--- src/rtl/fpr_pkg.sv ---
package fpr_pkg;

    typedef enum logic [1:0] {
        RM_NEAR_EVEN = 2'b00,
        RM_TO_ZERO   = 2'b01,
        RM_TO_POS    = 2'b10,
        RM_TO_NEG    = 2'b11
    } round_mode_e;

    typedef enum logic {
        ST_EMPTY = 1'b0,
        ST_FULL  = 1'b1
    } out_state_e;

    typedef struct packed {
        logic lsb;
        logic rnd;
        logic stk;
    } rbits_t;

endpackage

--- src/rtl/fpr_remap.sv ---
module fpr_remap
    import fpr_pkg::*;
#(
    parameter int SIG_W = 24
) (
    input  logic [SIG_W-1:0] sig,
    input  logic             guard,
    input  logic             rnd,
    input  logic             sticky,
    input  logic             norm_shift,
    output logic [SIG_W-1:0] kept,
    output rbits_t           bits
);

    logic [SIG_W-1:0] kept_shifted;
    logic [SIG_W-1:0] kept_plain;

    assign kept_shifted = {sig[SIG_W-2:0], guard};
    assign kept_plain   = sig;

    always_comb begin
        if (norm_shift) begin
            kept     = kept_shifted;
            bits.rnd = rnd;
            bits.stk = sticky;
        end else begin
            kept     = kept_plain;
            bits.rnd = guard;
            bits.stk = rnd | sticky;
        end
        bits.lsb = kept[0];
    end

endmodule

--- src/rtl/fpr_decide.sv ---
module fpr_decide
    import fpr_pkg::*;
(
    input  round_mode_e mode,
    input  logic        sign,
    input  rbits_t      bits,
    output logic        inc,
    output logic        inexact
);

    logic lost;

    assign lost = bits.rnd | bits.stk;

    always_comb begin
        unique case (mode)
            RM_NEAR_EVEN: inc = bits.rnd & (bits.stk | bits.lsb);
            RM_TO_ZERO:   inc = 1'b0;
            RM_TO_POS:    inc = ~sign & lost;
            RM_TO_NEG:    inc = sign & lost;
        endcase
    end

    assign inexact = lost;

endmodule

--- src/rtl/fpr_incr.sv ---
module fpr_incr #(
    parameter int SIG_W = 24
) (
    input  logic [SIG_W-1:0] kept,
    input  logic             inc,
    output logic [SIG_W-1:0] sig_out,
    output logic             carry
);

    localparam logic [SIG_W-1:0] ONE_POINT_ZERO = {1'b1, {(SIG_W-1){1'b0}}};

    logic [SIG_W:0] sum;

    assign sum   = {1'b0, kept} + {{SIG_W{1'b0}}, inc};
    assign carry = sum[SIG_W];

    always_comb begin
        if (carry) begin
            sig_out = ONE_POINT_ZERO;
        end else begin
            sig_out = sum[SIG_W-1:0];
        end
    end

endmodule

--- src/rtl/fp_round_unit.sv ---
module fp_round_unit
    import fpr_pkg::*;
#(
    parameter int SIG_W = 24,
    parameter int MODE_W = 2
) (
    input  logic              clk,
    input  logic              rst_n,
    input  logic              in_valid,
    input  logic [SIG_W-1:0]  in_sig,
    input  logic              in_guard,
    input  logic              in_round,
    input  logic              in_sticky,
    input  logic              in_sign,
    input  logic [MODE_W-1:0] in_mode,
    input  logic              in_norm_shift,
    output logic              out_valid,
    output logic [SIG_W-1:0]  out_sig,
    output logic              out_exp_adj,
    output logic              out_inexact
);

    out_state_e       state_q;
    out_state_e       state_d;

    logic [SIG_W-1:0] kept;
    rbits_t           bits;
    logic             inc;
    logic             inexact;
    logic [SIG_W-1:0] rounded;
    logic             carry;
    round_mode_e      mode;

    assign mode = round_mode_e'(in_mode);

    fpr_remap #(.SIG_W(SIG_W)) u_remap (
        .sig        (in_sig),
        .guard      (in_guard),
        .rnd        (in_round),
        .sticky     (in_sticky),
        .norm_shift (in_norm_shift),
        .kept       (kept),
        .bits       (bits)
    );

    fpr_decide u_decide (
        .mode    (mode),
        .sign    (in_sign),
        .bits    (bits),
        .inc     (inc),
        .inexact (inexact)
    );

    fpr_incr #(.SIG_W(SIG_W)) u_incr (
        .kept    (kept),
        .inc     (inc),
        .sig_out (rounded),
        .carry   (carry)
    );

    // next state: take / drain
    always_comb begin
        unique case (state_q)
            ST_EMPTY: state_d = in_valid ? ST_FULL : ST_EMPTY;
            ST_FULL:  state_d = in_valid ? ST_FULL : ST_EMPTY;
        endcase
    end

    // state register
    always_ff @(posedge clk) begin
        if (!rst_n) begin
            state_q <= ST_EMPTY;
        end else begin
            state_q <= state_d;
        end
    end

    // output registers
    always_ff @(posedge clk) begin
        if (!rst_n) begin
            out_sig     <= '0;
            out_exp_adj <= 1'b0;
            out_inexact <= 1'b0;
        end else if (in_valid) begin
            out_sig     <= rounded;
            out_exp_adj <= carry;
            out_inexact <= inexact;
        end
    end

    assign out_valid = (state_q == ST_FULL);

endmodule

--- config.mk ---
export PLATFORM = sky130hd
export DESIGN_NAME = fp_round_unit
export DESIGN_NICKNAME = d
export VERILOG_FILES = /design/src/rtl/fpr_pkg.sv /design/src/rtl/fpr_remap.sv /design/src/rtl/fpr_decide.sv /design/src/rtl/fpr_incr.sv /design/src/rtl/fp_round_unit.sv
export SDC_FILE = /design/constraint.sdc
export NUM_CORES = 1
export LEC_CHECK = 0
export CAP_MARGIN = 5
export CORE_MARGIN = 4
export CORE_UTILIZATION = 40
export DETAILED_ROUTE_END_ITERATION = 16
export DONT_BUFFER_PORTS = 1
export GPL_TIMING_DRIVEN = 0
export PLACE_DENSITY = 0.56
export SYNTH_ARGS = -nofsm -noshare
export SYNTH_HDL_FRONTEND = slang
export SYNTH_SLANG_ARGS = --single-unit
--- constraint.sdc ---
create_clock -name clk -period 7.3 [get_ports clk]
set_input_delay 0.365 -clock clk [delete_from_list [all_inputs] [get_ports clk]]
set_output_delay 0.365 -clock clk [all_outputs]
set_load 0.05 [all_outputs]
* Yosys cells after proc, flatten, opt, wreduce, memory -nomap -nowiden
Cells that the tools add are included.
** Cells by class
- Bitwise gates (word level) :: 7
- Reductions and logical operators :: 1
- Equality and inequality tests :: 3
- $add $sub $neg :: 1
- Muxes and demuxes :: 5
** Operators by type and width (number)
- 24-bit two-way mux :: 2
- 24-bit by 1-bit adder with 25-bit output :: 1
- 2-bit == test, second input constant :: 2
- 1-bit case mux with 4 select lines :: 1
- 1-bit bitwise AND :: 3
- 1-bit OR :: 3
- 2-bit by 1-bit == test with 1-bit output, second input constant :: 1
- 2-bit logical NOT :: 1
- 2-bit two-way mux :: 1
- 1-bit two-way mux :: 1
- 1-bit inverter :: 1
** Storage, ports and cells
- Input port bits :: 34
- Word-level logic and storage cells :: 21
- Register bits :: 27
- Output and inout bits :: 27

* Longest topological paths before layout
- Word-level depth :: 7
- Depth in mapped cells :: 15
- Mapped depth without buffers :: 11

* Hierarchy
From an unflattened synthesis, not the netlist that was laid out.
** Second synthesis, totals
- Cells, all modules :: 213
- Area, all modules :: 2108.3 µm²
** Modules (own cells, without submodules)
- fp_round_unit :: cells each 85, instances 1, area each 1028.5 µm²
- fpr_incr :: cells each 91, instances 1, area each 615.6 µm²
- fpr_remap :: cells each 31, instances 1, area each 422.9 µm²
- fpr_decide :: cells each 6, instances 1, area each 41.3 µm²

* Worst setup path after synthesis
No wires, ideal clock.
- Path kind :: input-to-reg
- Start :: input in_norm_shift
- End :: register out_sig[22]
- Stages on the path :: 13
- Path buffers :: 4
- Data required time :: 7.180 ns
- Setup time :: 0.120 ns
- Data arrival time :: 3.918 ns
- Path slack :: 3.262 ns
- Cells stage by stage :: buf_6 clkbuf_1 buf_1 clkbuf_1 a21oi_1 o41ai_1 ha_1 nand3_1 or4b_1 or4_1 nor4_2 xor2_1 o21ai_1
** Between the ends
- Longest elaborated chain between the ends :: 6
** RTL lines
- from (decl) :: RTL line fp_round_unit.sv:16 : input logic in_norm_shift,
- 2-bit two-way mux / 24-bit two-way mux (equally long branches) :: RTL line fpr_remap.sv:22 : if (norm_shift) begin
- 1-bit OR, on equally long branches :: RTL line fpr_decide.sv:13, fpr_decide.sv:17
- 1-bit bitwise AND, on equally long branches :: RTL line fpr_decide.sv:20, fpr_decide.sv:17, fpr_decide.sv:19
- 1-bit case mux with 4 select lines :: RTL line fpr_decide.sv:16 : unique case (mode)
- 24-bit by 1-bit adder with 25-bit output * :: RTL line fpr_incr.sv:14 : assign sum = {1'b0, kept} + {{SIG_W{1'b0}}, inc};
- 24-bit two-way mux * :: RTL line fpr_incr.sv:18 : if (carry) begin
- to (signal assigned) :: RTL line fp_round_unit.sv:85 : out_sig <= rounded;
- to (decl) :: RTL line fp_round_unit.sv:18 : output logic [SIG_W-1:0] out_sig,
Every way passes the cells marked *; elsewhere a longest branch is shown, timed or not.
A chain may end at the register's enable or synchronous reset.

* Worst setup path in the final report
- Start :: input in_norm_shift
- End :: register out_sig[21]
Same word-level chain as after synthesis.

==> reports/results.txt <==
synth cell count leaders: nand2_1 (31), dfxtp_1 (27), mux2i_1 (21), nand3_1 (21), xor2_1 (18)
power per cell area: 160 nW/um2
RSZ-0062 raised after global routing: false
Initial DRC Count: 102
syn_area_per_cell: 7.69 um2
Hold Path End: out_exp_adj
GPL Wtd Cong: 0.866
XOR/XNOR Fraction of Synth Area: 0.142
number of global-route vias before repair: 1756
Detailed Place HPWL: 4510 um
Netlist cell types: 41
static leakage: 0.811 nW
full die area: 6450 um2
WS Path Type: input port to register
Reg2Reg Capture Point: out_inexact
fillers: 555
total iterations of the first detailed-routing run: 4
H-tree depth: 1
gr ovfl total: 0
Hold Startpoint: in_valid
first-pass GRT wire length: 9250 um
mux contribution to synthesized area: 0.106
Worst setup SP type: input port
Least-Margin Pin Slew: 1.25 ns
setup bufs post-CTS: 0
CP max stage cell: nor4_1
status: finished clean
Worst path max stage delay: 1.09 ns
vias per inst: 5.57
Die Wd: 80.3 um
Crit path required time: 7.46 ns
largest net degree at the start of global routing: 16
Total Power: 0.356 mW
Antenna Nets Post-Route: 0
top_reg_cell synth: dfxtp_1
Period minus WS final: 4.91 ns
most used cell, CP: clkbuf_1
worst hold path type: input port to register
Slew headroom: 0.161
fin. max-slew vios: 0
Area contributors post-synth: dfxtp_1 (26%), mux2i_1 (10%), xor2_1 (7.5%)
compound-gate portion of the synthesized area: 0.145
clk sinks: 27
CP endpoint kind: register
Adder-Cell Fraction of Synth Area: 0.0120
sequential element share of the synthesized area: 0.258
maximum fanout along the worst path: 10
WL final: 5780 um
Area growth syn-to-layout: 6.52%
WP data arrival: 5.07 ns
Initial Util: 0.412
Port Buffers: 0
largest family of logic cells by synthesized area: simple AND/OR/NAND/NOR gates
worst r2r src: out_inexact
FF+latch count, synth: 27
Post-synth EDFFs: 0
Clk pin slew, worst setup/hold paths: 0.10 ns
Root Driver: clkbuf_8
cell with the most instances after synthesis: nand2_1
endpoints failing hold: 0
DRC: 0
VDD IR-drop max: 0.0672 mV
Core Area: 5070 um2
Fin Setup TNS: 0 ns
YS warnings: 0
Synth top area share: 0.258
fmax: 0.204 GHz
CTS buffer count: 3
nets@finish: 313
Synth async-reset ratio: 0
Syn Inst Count: 272
share of cells above drive strength 1: 0.0543
mapped cell area: 2090 um2
worst hold path depth: 2
post-layout util: 0.439
Clock Skew: 0 ns
CTS hold repair buffers: 0
simple logic cell fraction of the synthesized area: 0.281
post-CTS resize count: 0
depth of the most critical reg-to-reg path: 2
Rows: 26
post-DR wirelength/cell: 16.6 um
vias: 1934
R2R Setup Slk: 6.24 ns
cell taking the most area after synthesis: dfxtp_1
final period utilization: 0.672
total global-route track usage: 0.182
max-cap viol count: 0
endpoints failing setup: 0
crit-path cells: buf_6 > clkbuf_1 > buf_1 > clkbuf_1 > a21oi_1 > o41ai_1 > ha_1 > nand4_1 > nor4_1 > nand3_1 > nor3_1 > xor2_1 > o21ai_0
CTS tree: built
initial antenna violation count: 0
I/O pins: 61
CTS Buffer Depth: 2
syn_nets: 308
Clk Latency, worst-skew pair: 0.27 ns
die height: 80.3 um
[critical path: cells and delay by family]
family	cells	cell delay, ns
and+or+nand+nor	4	1.91
buffers and inverters	4	1.58
AOI/OAI and AO/OA	3	0.68
adders and majority gates	1	0.36
xor gates and xnor gates	1	0.16
[worst max path at each step]
stage                              from     endpoint  slack [ns]
after global placement    in_norm_shift  out_sig[14]        2.17
after floorplan           in_norm_shift  out_sig[22]        3.26
after detailed placement  in_norm_shift  out_sig[18]        2.14
after CTS                 in_norm_shift  out_sig[18]        2.41
final                     in_norm_shift  out_sig[21]        2.39
after global routing      in_norm_shift  out_sig[21]        2.06
[per-stage QoR]
stage,std cells,instance area (um2),hold slack [ns],setup WS [ns]
floorplan,272,2090,0.498,3.26
CTS,346,2230,0.254,2.41
global route,346,2230,0.272,2.06
detailed placement,342,2180,0.541,2.14
global placement,342,2180,0.535,2.17
finish,347,2230,0.254,2.39
[final cells by class]
cell class / count / area [um2] / share of cell area
clock buffers: 3 / 41.3 / 0.0185
clock inverters: 1 / 5.00 / 0.00225
inverters: 6 / 22.5 / 0.0101
diodes: 1 / 2.50 / 0.00112
multi-input cells: 218 / 1440 / 0.645
well taps: 70 / 87.6 / 0.0393
plain buffers: 21 / 92.6 / 0.0415
flip-flops and latches: 27 / 541 / 0.243
[cells in the final DEF, fill, tap and decap left out, types with 2 or more instances in the layout]
master,netlist,routed
nand3_1,21,21
nand2b_1,3,3
xnor2_1,16,16
or2_2,3,3
dfxtp_1,27,27
nand2_1,31,31
clkbuf_8,0,3
o211ai_1,6,6
a22oi_1,7,7
xor2_1,18,18
a21boi_0,5,5
a21oi_1,10,10
nor3_1,8,8
nor4b_1,2,2
buf_2,5,5
and4_1,2,2
inv_1,5,5
nor2b_1,12,12
ha_1,2,2
clkbuf_1,14,14
nor4_1,4,4
mux2i_1,21,21
nand4_1,10,10
o21ai_0,14,14
nor2_1,9,9
[sequential cells by signal, indices dropped and copies added (netlist names)]
register,cells
out_exp_adj,1
out_valid,1
out_inexact,1
out_sig,24
[per-layer routing]
layer  track usage  vias to the layer above  wire length (um)  part of all wire
li1              -                      976                 -                 -
met2         0.281                       49              2570              0.44
met3        0.0359                        4               309             0.053
met4        0.0473                        0                60             0.010
met5             0                        -                 0                 0
met1         0.256                      905              2840              0.49
[report_power, final]
part           switching (mW)  internal, mW
Sequential             0.0413         0.157
Combinational          0.0414        0.0297
Clock                  0.0476        0.0383
[kinds of logic (layout without fill, tap and decap cells)]
logic type      after synthesis  count (layout)
simple gates                112             112
mux                          22              22
other cells                   0               1
xor+xnor                     34              34
compound gates               48              48
fa+ha+maj                     2               2
flops                        27              27
buf+inv                      27              31
No activity file was read; power rests on OpenSTA's default activity.
